## config.mk

```make
export PLATFORM = sky130hd
export DESIGN_NAME = bunch_cmd_tx
export DESIGN_NICKNAME = d
export VERILOG_FILES = /design/src/rtl/bunch_cmd_pkg.sv /design/src/rtl/bct_bit_timer.sv /design/src/rtl/bct_slot_seq.sv /design/src/rtl/bct_shifter.sv /design/src/rtl/bunch_cmd_tx.sv
export SDC_FILE = /design/constraint.sdc
export NUM_CORES = 1
export LEC_CHECK = 0
export CORE_MARGIN = 5
export CORE_UTILIZATION = 35
export DETAILED_ROUTE_END_ITERATION = 8
export GPL_TIMING_DRIVEN = 1
export PLACE_DENSITY = 0.66
export SYNTH_ARGS = -nofsm -noshare
export SYNTH_HDL_FRONTEND = slang
export SYNTH_SLANG_ARGS = --single-unit
```

## constraint.sdc

```tcl
create_clock -name clk -period 5.1 [get_ports clk]
set_input_delay 0.51 -clock clk [delete_from_list [all_inputs] [get_ports clk]]
set_output_delay 0.51 -clock clk [all_outputs]
set_load 0.05 [all_outputs]
```

## src/rtl/bunch_cmd_pkg.sv

```systemverilog
package bunch_cmd_pkg;
   localparam int CMD_W = 16;
   typedef logic [CMD_W-1:0] cmd_word_t;
   localparam cmd_word_t NOP_WORD = '0;
endpackage

```

## src/rtl/bct_bit_timer.sv

```systemverilog
module bct_bit_timer #(
   parameter int BIT_DIV = 2
) (
   input  logic clk,
   input  logic rst_n,
   input  logic restart,
   input  logic run,
   output logic bit_end,
   output logic clk_hi
);
   localparam int PW = (BIT_DIV > 2) ? $clog2(BIT_DIV) : 1;

   initial begin
      if (BIT_DIV < 2 || (BIT_DIV % 2) != 0)
         $error("BIT_DIV must be even and at least 2");
   end

   generate
      if (BIT_DIV == 2) begin : g_toggle
         logic ph;
         always_ff @(posedge clk or negedge rst_n) begin
            if (!rst_n)       ph <= 1'b0;
            else if (restart) ph <= 1'b0;
            else if (run)     ph <= ~ph;
         end
         assign bit_end = run && ph;
         assign clk_hi  = ph;
      end else begin : g_count
         logic [PW-1:0] ph;
         always_ff @(posedge clk or negedge rst_n) begin
            if (!rst_n)       ph <= '0;
            else if (restart) ph <= '0;
            else if (run) begin
               if (ph == PW'(BIT_DIV - 1)) ph <= '0;
               else                        ph <= ph + 1'b1;
            end
         end
         assign bit_end = run && (ph == PW'(BIT_DIV - 1));
         assign clk_hi  = (ph >= PW'(BIT_DIV / 2));
      end
   endgenerate
endmodule

```

## src/rtl/bct_slot_seq.sv

```systemverilog
module bct_slot_seq #(
   parameter int CMD_W     = 16,
   parameter int SLOT_BITS = 20,
   parameter int TRAIN_LEN = 2700
) (
   input  logic clk,
   input  logic rst_n,
   input  logic restart,
   input  logic bit_end,
   output logic active,
   output logic slot_first,
   output logic in_payload,
   output logic load_now
);
   localparam int BW = $clog2(SLOT_BITS);
   localparam int SW = (TRAIN_LEN > 1) ? $clog2(TRAIN_LEN) : 1;

   initial begin
      if (SLOT_BITS < CMD_W) $error("SLOT_BITS must cover the command width");
      if (TRAIN_LEN < 1)     $error("TRAIN_LEN must be positive");
   end

   logic [BW-1:0] bit_idx;
   logic [SW-1:0] slot_cnt;
   logic          slot_last, more;

   assign slot_last  = active && bit_end && (bit_idx == BW'(SLOT_BITS - 1));
   assign more       = (slot_cnt != SW'(TRAIN_LEN - 1));
   assign load_now   = restart || (slot_last && more);
   assign slot_first = active && (bit_idx == '0);
   assign in_payload = (bit_idx < BW'(CMD_W));

   always_ff @(posedge clk or negedge rst_n) begin
      if (!rst_n) begin
         active   <= 1'b0;
         bit_idx  <= '0;
         slot_cnt <= '0;
      end else if (restart) begin
         active   <= 1'b1;
         bit_idx  <= '0;
         slot_cnt <= '0;
      end else if (slot_last) begin
         bit_idx <= '0;
         if (more) slot_cnt <= slot_cnt + 1'b1;
         else      active   <= 1'b0;
      end else if (active && bit_end) begin
         bit_idx <= bit_idx + 1'b1;
      end
   end
endmodule

```

## src/rtl/bct_shifter.sv

```systemverilog
module bct_shifter
   import bunch_cmd_pkg::*;
(
   input  logic      clk,
   input  logic      rst_n,
   input  logic      load,
   input  cmd_word_t load_word,
   input  logic      shift,
   output logic      msb
);
   cmd_word_t sh;
   always_ff @(posedge clk or negedge rst_n) begin
      if (!rst_n)     sh <= NOP_WORD;
      else if (load)  sh <= load_word;
      else if (shift) sh <= {sh[CMD_W-2:0], 1'b0};
   end
   assign msb = sh[CMD_W-1];
endmodule

```

## src/rtl/bunch_cmd_tx.sv

```systemverilog
module bunch_cmd_tx
   import bunch_cmd_pkg::*;
#(
   parameter int SLOT_BITS = 20,
   parameter int BIT_DIV   = 2,
   parameter int TRAIN_LEN = 2700
) (
   input  logic        clk,
   input  logic        rst_n,
   input  logic        train_go,
   input  logic        cmd_valid,
   input  logic [15:0] cmd_word,
   output logic        cmd_ready,
   output logic        lnk_clk,
   output logic        sdata,
   output logic        strobe
);
   logic      bit_end, clk_hi, active, slot_first, in_payload, load_now, msb;
   cmd_word_t next_word;

   assign next_word = cmd_valid ? cmd_word : NOP_WORD;

   bct_bit_timer #(.BIT_DIV(BIT_DIV)) u_tim (
      .clk(clk), .rst_n(rst_n), .restart(train_go), .run(active),
      .bit_end(bit_end), .clk_hi(clk_hi)
   );

   bct_slot_seq #(.CMD_W(CMD_W), .SLOT_BITS(SLOT_BITS), .TRAIN_LEN(TRAIN_LEN)) u_seq (
      .clk(clk), .rst_n(rst_n), .restart(train_go), .bit_end(bit_end),
      .active(active), .slot_first(slot_first), .in_payload(in_payload),
      .load_now(load_now)
   );

   bct_shifter u_sh (
      .clk(clk), .rst_n(rst_n), .load(load_now), .load_word(next_word),
      .shift(bit_end), .msb(msb)
   );

   assign cmd_ready = load_now;
   assign lnk_clk   = active && clk_hi;
   assign strobe    = slot_first;
   assign sdata     = active && in_payload && msb;


   clk_rise_data_stable_chk: assert property (@(posedge clk) disable iff (!rst_n)
      $rose(lnk_clk) |-> $stable(sdata));

   first_bit_msb_chk: assert property (@(posedge clk) disable iff (!rst_n)
      (cmd_ready && cmd_valid) |=> (strobe && sdata == $past(cmd_word[15])));

   nop_when_empty_chk: assert property (@(posedge clk) disable iff (!rst_n)
      (cmd_ready && !cmd_valid) |=> !sdata);

   load_then_strobe_chk: assert property (@(posedge clk) disable iff (!rst_n)
      cmd_ready |=> strobe);

   quiet_lines_chk: assert property (@(posedge clk) disable iff (!rst_n)
      !active |-> (!sdata && !strobe && !lnk_clk));
endmodule

```

==> results of run 1 <==
[cells in the final DEF (no fill, tap or decap), drive strengths merged, types with 2 or more instances in the layout]
master	netlist	routed
dfrtp	35	35
mux2i	30	30
clkdlybuf4s50	0	23
nand2	22	22
a21oi	12	12
nand3	9	9
o21ai	9	9
nor2	7	7
clkbuf	3	7
inv	7	7
nand4	5	5
xor2	5	5
or3	4	4
and3	3	3
o31ai	3	3
or4	3	3
ha	3	3
and2	3	3
and4b	2	2
nor3b	2	2
and4bb	2	2
xnor2	2	2
[Yosys cell counts (all sizes together)]
cell          n  area, um^2
and2          3        21.3
nor2          7        26.3
or3           4        25.0
nand3         9        45.0
nor3          1        5.00
nand2b        1        6.26
inv           7        26.3
and2b         1        8.76
xor2          5        43.8
and4          1        8.76
buf           4        53.8
and4bb        2        25.0
or4           3        22.5
nor3b         2        15.0
clkbuf        3        11.3
a21oi        12        71.3
nand3b        1        7.51
xnor2         2        17.5
and3          3        18.8
o31ai         3        22.5
nor2b         1        6.26
and4b         2        20.0
and3b         1        8.76
nand2        22        82.6
mux2i        30         300
dfrtp        35         876
nand4         5        31.3
dlygate4sd1   1        8.76
ha            3        37.5
o21ai         9        45.0
[layer usage]
metal / up-vias / share of wire (%) / track usage, %
met5: - / 0 / 0
met4: 0 / 1.8 / 4.39
met3: 6 / 4.6 / 3.75
met2: 24 / 47 / 18.0
met1: 674 / 46 / 13.2
li1: 691 / - / -
[registers in the layout, indices dropped and copies added, names as in the netlist]
| signal | flops |
|---|---|
| u_seq.active | 1 |
| u_tim.clk_hi | 1 |
| u_seq.bit_idx | 5 |
| u_seq.slot_cnt | 12 |
| u_sh.sh | 16 |
[per-stage QoR]
step                cells  utilization, %  hold slack (ns)  power, mW
finish                277            43.6            0.522      0.613
global route          277            43.6            0.569      0.641
CTS                   277            43.6            0.536      0.622
detailed placement    269            41.6            0.515      0.391
global placement      269            41.6            0.510      0.390
floorplan             183               -            0.214      0.358
[logic make-up (layout without fill, tap and decap cells)]
group	Yosys count	after routing	share of synthesized area, %
buffers and inverters	15	39	5.27
adder cells (fa/ha/maj)	3	3	1.98
AO/OA/AOI/OAI	24	24	7.32
AND/OR/NAND/NOR	69	69	20.2
XOR/XNOR	7	7	3.23
flip-flops	35	35	46.1
multiplexers	30	30	15.8
[how the worst max path moves through the flow]
stage,start,end,cells after the start
2_1_floorplan,u_seq.bit_idx[0],cmd_ready,7
3_3_place_gp,train_go,cmd_ready,4
3_5_place_dp,train_go,cmd_ready,4
4_1_cts,train_go,cmd_ready,4
5_1_grt,train_go,cmd_ready,4
6_report,train_go,cmd_ready,4
[area by class of cell]
cell class / instances / area [um^2]
fillers: 521 / 2920
multi-input cells: 133 / 922
flip-flops and latches: 35 / 876
repair buffers: 24 / 238
clock buffers: 7 / 96.3
well taps: 70 / 87.6
inverters: 7 / 26.3
clock inverters: 1 / 7.51
[power by group through the flow]
| stage | combinational, mW | sequential, mW | clock [mW] |
|---|---|---|---|
| 2_1_floorplan | 0.0533 | 0.305 | 0 |
| 3_3_place_gp | 0.0823 | 0.307 | 0 |
| 3_5_place_dp | 0.0833 | 0.308 | 0 |
| 4_1_cts | 0.0834 | 0.302 | 0.236 |
| 5_1_grt | 0.0907 | 0.304 | 0.246 |
| 6_report | 0.0814 | 0.302 | 0.230 |
[worst reg2reg max path: stages, from the launching register on]
cell     delay (ns)
dfrtp_1        0.41
ha_1           0.22
and4b_1        0.28
and2_4         0.22
a21oi_4        0.54
mux2i_1        0.26
==> results.yml, run 1 <==
sta:
  setup_viol: 0
  slew_violations: 0
  slew_headroom_pct: 46.1
  rsz0062_at_grt: "false"
  hold_viol_final: 0
  fin_tns_setup_ns: 0
  period_minus_slack_ns: 3.40
  clock.fmax_mhz: 294
  fin_crit_sh_pct: 66.7
  skew_ns: 0.00951
  tightest_slew_ns: 0.806
  setup_slack_ns: 1.70
power:
  swShare_pct: 25.8
  p_per_area_mw_per_mm2: 272
  peakVddDrop_v: 0.000112
  power.leakage_nw: 0.986
  pwr-share-comb_pct: 13.3
  p_int_uw: 455
  p_switching_uw: 158
  seqPwrFrac_pct: 49.3
  clockPowerShare_pct: 37.4
drt:
  wire_per_inst_um: 12.9
  firstDrtPassIters: 4
  num_vias: 1395
  routed_wl_mm: 3.56
  route.detailed.drc: 0
  initialDrtViolationCount: 79
  via_per_inst: 5.04
  ant_nets: 0
logic_synthesis:
  yosys_warnings: 0
  syn_nets: 206
  synth_seq_area_share_pct: 46.1
  syn_inst: 183
  synth_area_mm2: 0.00190
  synthDistinctLibCells: 34
  synth_seq_cells: 35
  avgSynthCellArea_um2: 10.4
grt:
  antenna_found_initial: 0
  grt.overflow.total: 0
  track_usage_pct: 11.0
  grt_pass1_vias: 1387
  grt_max_degree: 36
  grt_pass1_wl_mm: 6.28
worst_setup_path:
  reg2regPathDepth: 5
  cp_top_family: "buffers and inverters"
  cpMaxStageDelayCell: "clkdlybuf4s50_1"
  crit_arrival_ns: 2.89
  path_common_cell: "clkdlybuf4s50_1"
  crit_type: "input port to primary output"
  r2r-start: "u_seq.bit_idx[0]"
  required_ns: 4.59
  r2r_end: "u_sh.sh[3]"
  cp-end-kind: "primary output"
  cpPeakStageDelay_ns: 0.82
  rrSetupSlack_ns: 3.09
  cp_cell_sequence: "clkdlybuf4s50_1, a21oi_4, inv_1, clkdlybuf4s50_1"
  start_kind: "input port"
  cp_max_fo: 21
  cp_num_buf_inv: 3
floorplan:
  num_rows: 26
  start_util_pct: 36.7
  die_h_um: 83.6
  coreArea_mm2: 0.00517
  fp.dieW_um: 83.6
  die_area_mm2: 0.00700
  io-pin-count: 24
place:
  pre_cts_ws_ns: 1.66
  dp_hpwl_mm: 2.40
  port_buffers: 23
  placed_area_mm2: 0.00215
  gp_congestion: 0.774
min_path:
  hp-start: "u_sh.sh[0]"
  min_path_cells: 2
  hold_path_class: "flip-flop to flip-flop"
  hold_end: "u_sh.sh[0]"
run:
  cap_violations: 0
finish:
  nets: 229
  layout-drive-gt1-share_pct: 7.25
  insertedDiodeCount: 0
  syn_to_final_growth_pct: 18.7
  design_area_mm2: 0.00225
clock_tree:
  cts-root-buf: "clkbuf_8"
  cts.path.max_buffers: 2
  holdBufCountCts: 0
  post_cts_resized: 0
  clk_pin_slew_worst_paths_ns: 0.08
  postCtsSetupBuffers: 0
  cts_tree: "built"
  h-tree-depth: 2
  cts_made_buffers: 5
  clkSinkCount: 35
  insertion_delay_ns: 0.29
outcome:
  status: "completed"
Note: power is estimated with default switching activity, not from simulation.
==> inputs of run 2 (changes only) <==
--- a/config.mk
+++ b/config.mk
@@ -9,7 +9,7 @@
 export CORE_UTILIZATION = 35
 export DETAILED_ROUTE_END_ITERATION = 8
 export GPL_TIMING_DRIVEN = 1
-export PLACE_DENSITY = 0.66
+export PLACE_DENSITY = 0.68
 export SYNTH_ARGS = -nofsm -noshare
 export SYNTH_HDL_FRONTEND = slang
 export SYNTH_SLANG_ARGS = --single-unit
==> constraint.sdc (replaced) <==
create_clock -name clk -period 2.8 [get_ports clk]
set_input_delay 0.28 -clock clk [delete_from_list [all_inputs] [get_ports clk]]
set_output_delay 0.28 -clock clk [all_outputs]
set_load 0.05 [all_outputs]
==> results.yml, run 2 (synthesized netlist as in run 1, its figures left out) <==
worst_setup_path:
  cp-end-kind: "primary output"
  cp_max_fo: 9
  crit_type: "flip-flop to primary output"
  start_kind: "flip-flop"
  required_ns: 2.52
  crit_arrival_ns: 2.00
power:
  pwr-share-comb_pct: 12.8
  seqPwrFrac_pct: 46.5
  p_per_area_mw_per_mm2: 516
  power.leakage_nw: 1.01
  power_mw: 1.18
  swShare_pct: 23.9
  clockPowerShare_pct: 40.7
  peakVddDrop_v: 0.000360
  p_switching_uw: 282
  p_int_uw: 900
sta:
  fin_tns_setup_ns: 0
  clock.fmax_mhz: 438
  skew_ns: 0.00630
  slew_violations: 0
  period_minus_slack_ns: 2.28
  hold_viol_final: 0
  setup_viol: 0
  fin_crit_sh_pct: 81.6
  slew_headroom_pct: 57.2
  tightest_slew_ns: 0.640
  rsz0062_at_grt: "false"
finish:
  largest-register: "u_sh.sh"
  layout_commonest_cell: "dfrtp_1"
  layout-drive-gt1-share_pct: 9.05
  reg_top3: "u_sh.sh x16, u_seq.slot_cnt x12, u_seq.bit_idx x5"
  largest_reg_flops: 16
  nets: 232
  insertedDiodeCount: 0
  syn_to_final_growth_pct: 20.7
  most-common-layout-cells: "dfrtp_1 (35), mux2i_1 (30), nand2_1 (22), clkdlybuf4s50_1 (22), a21oi_1 (11)"
floorplan:
  fp.dieW_um: 83.6
  num_rows: 26
  die_h_um: 83.6
  die_area_mm2: 0.00700
  coreArea_mm2: 0.00517
  start_util_pct: 36.7
  io-pin-count: 24
place:
  dp_hpwl_mm: 2.54
  gp_congestion: 0.775
  port_buffers: 23
drt:
  via_per_inst: 4.99
  initialDrtViolationCount: 76
  routed_wl_mm: 3.44
  firstDrtPassIters: 5
  ant_nets: 0
  wire_per_inst_um: 12.3
  num_vias: 1397
  route.detailed.drc: 0
grt:
  grt_max_degree: 36
  grt_pass1_wl_mm: 6.13
  track_usage_pct: 10.8
  grt_pass1_vias: 1368
  grt.overflow.total: 0
  antenna_found_initial: 0
clock_tree:
  cts_tree: "built"
  clkSinkCount: 35
  cts.path.max_buffers: 2
  holdBufCountCts: 0
  insertion_delay_ns: 0.29
  postCtsSetupBuffers: 0
  post_cts_resized: 0
  cts_made_buffers: 5
  cts-root-buf: "clkbuf_8"
  h-tree-depth: 2
  clk_pin_slew_worst_paths_ns: 0.07
run:
  cap_violations: 0
min_path:
  hold_path_class: "input port to asynchronous set/reset pin"
outcome:
  status: "completed"
[run 2: changes by cell type in the layout (fill, tap and decap cells not counted), sizes merged]
| cell | previous run | this run |
|---|---|---|
| buf | 1 | 5 |
| inv | 7 | 8 |
| clkbuf | 7 | 6 |
| bufinv | 0 | 1 |
| clkdlybuf4s50 | 23 | 22 |
| clkinvlp | 1 | 0 |
[run 2: area by class of cell]
cell class | instances | area, um^2
clock buffers | 6 | 82.6
clock inverters | 2 | 38.8
fillers | 499 | 2880
inverters | 7 | 26.3
multi-input cells | 133 | 922
flip-flops and latches | 35 | 876
well taps | 70 | 87.6
repair buffers | 27 | 258
[run 2: path summary, 6_finish.rpt]
kind / start / to / slack [ns] / depth (start not counted)
setup / recovery: u_seq.bit_idx[0] / cmd_ready / 0.52 / 6
hold / removal: rst_n / u_seq.slot_cnt[9] / 0.40 / 2
setup reg to reg: u_seq.bit_idx[0] / u_sh.sh[2] / 0.81 / 6
hold reg to reg: u_sh.sh[0] / u_sh.sh[0] / 0.54 / 2
max in group asynchronous: rst_n / u_sh.sh[15] / 2.08 / 2
min in group clk: cmd_word[5] / u_sh.sh[5] / 0.53 / 3
[run 2: critical path, stage by stage, from the launching register on]
cell	delay (ns)
dfrtp_1	0.41
ha_1	0.21
and4b_1	0.27
and2_4	0.22
a21oi_4	0.32
inv_1	0.08
buf_4	0.20
[run 2: per-layer routing]
metal  share of wire (%)  global-route usage, %  wire [um]  up-vias
met2                  48                   17.9       1650       30
li1                    -                      -          -      706
met4                0.64                   3.51         22        0
met5                   0                      0          0        -
met3                 5.3                   4.24        184        2
met1                  46                   12.9       1590      659
[run 2: power by group through the flow]
stage | Sequential, mW | Combinational (mW) | Clock [mW]
2_1_floorplan | 0.556 | 0.0971 | 0
3_3_place_gp | 0.559 | 0.153 | 0
3_5_place_dp | 0.560 | 0.155 | 0
4_1_cts | 0.550 | 0.155 | 0.496
5_1_grt | 0.554 | 0.169 | 0.519
6_report | 0.550 | 0.152 | 0.481
[run 2: per-stage QoR]
stage / setup WS, ns / instance area [um^2] / cells / hold slack, ns / util [%]
2_1_floorplan: 0.796 / 1900 / 183 / -0.0156 / -
3_3_place_gp: 0.837 / 2170 / 272 / 0.502 / 41.9
3_5_place_dp: 0.808 / 2170 / 272 / 0.528 / 41.9
4_1_cts: 0.495 / 2290 / 280 / 0.413 / 44.3
5_1_grt: 0.394 / 2290 / 280 / 0.436 / 44.3
6_report: 0.516 / 2290 / 280 / 0.404 / 44.3
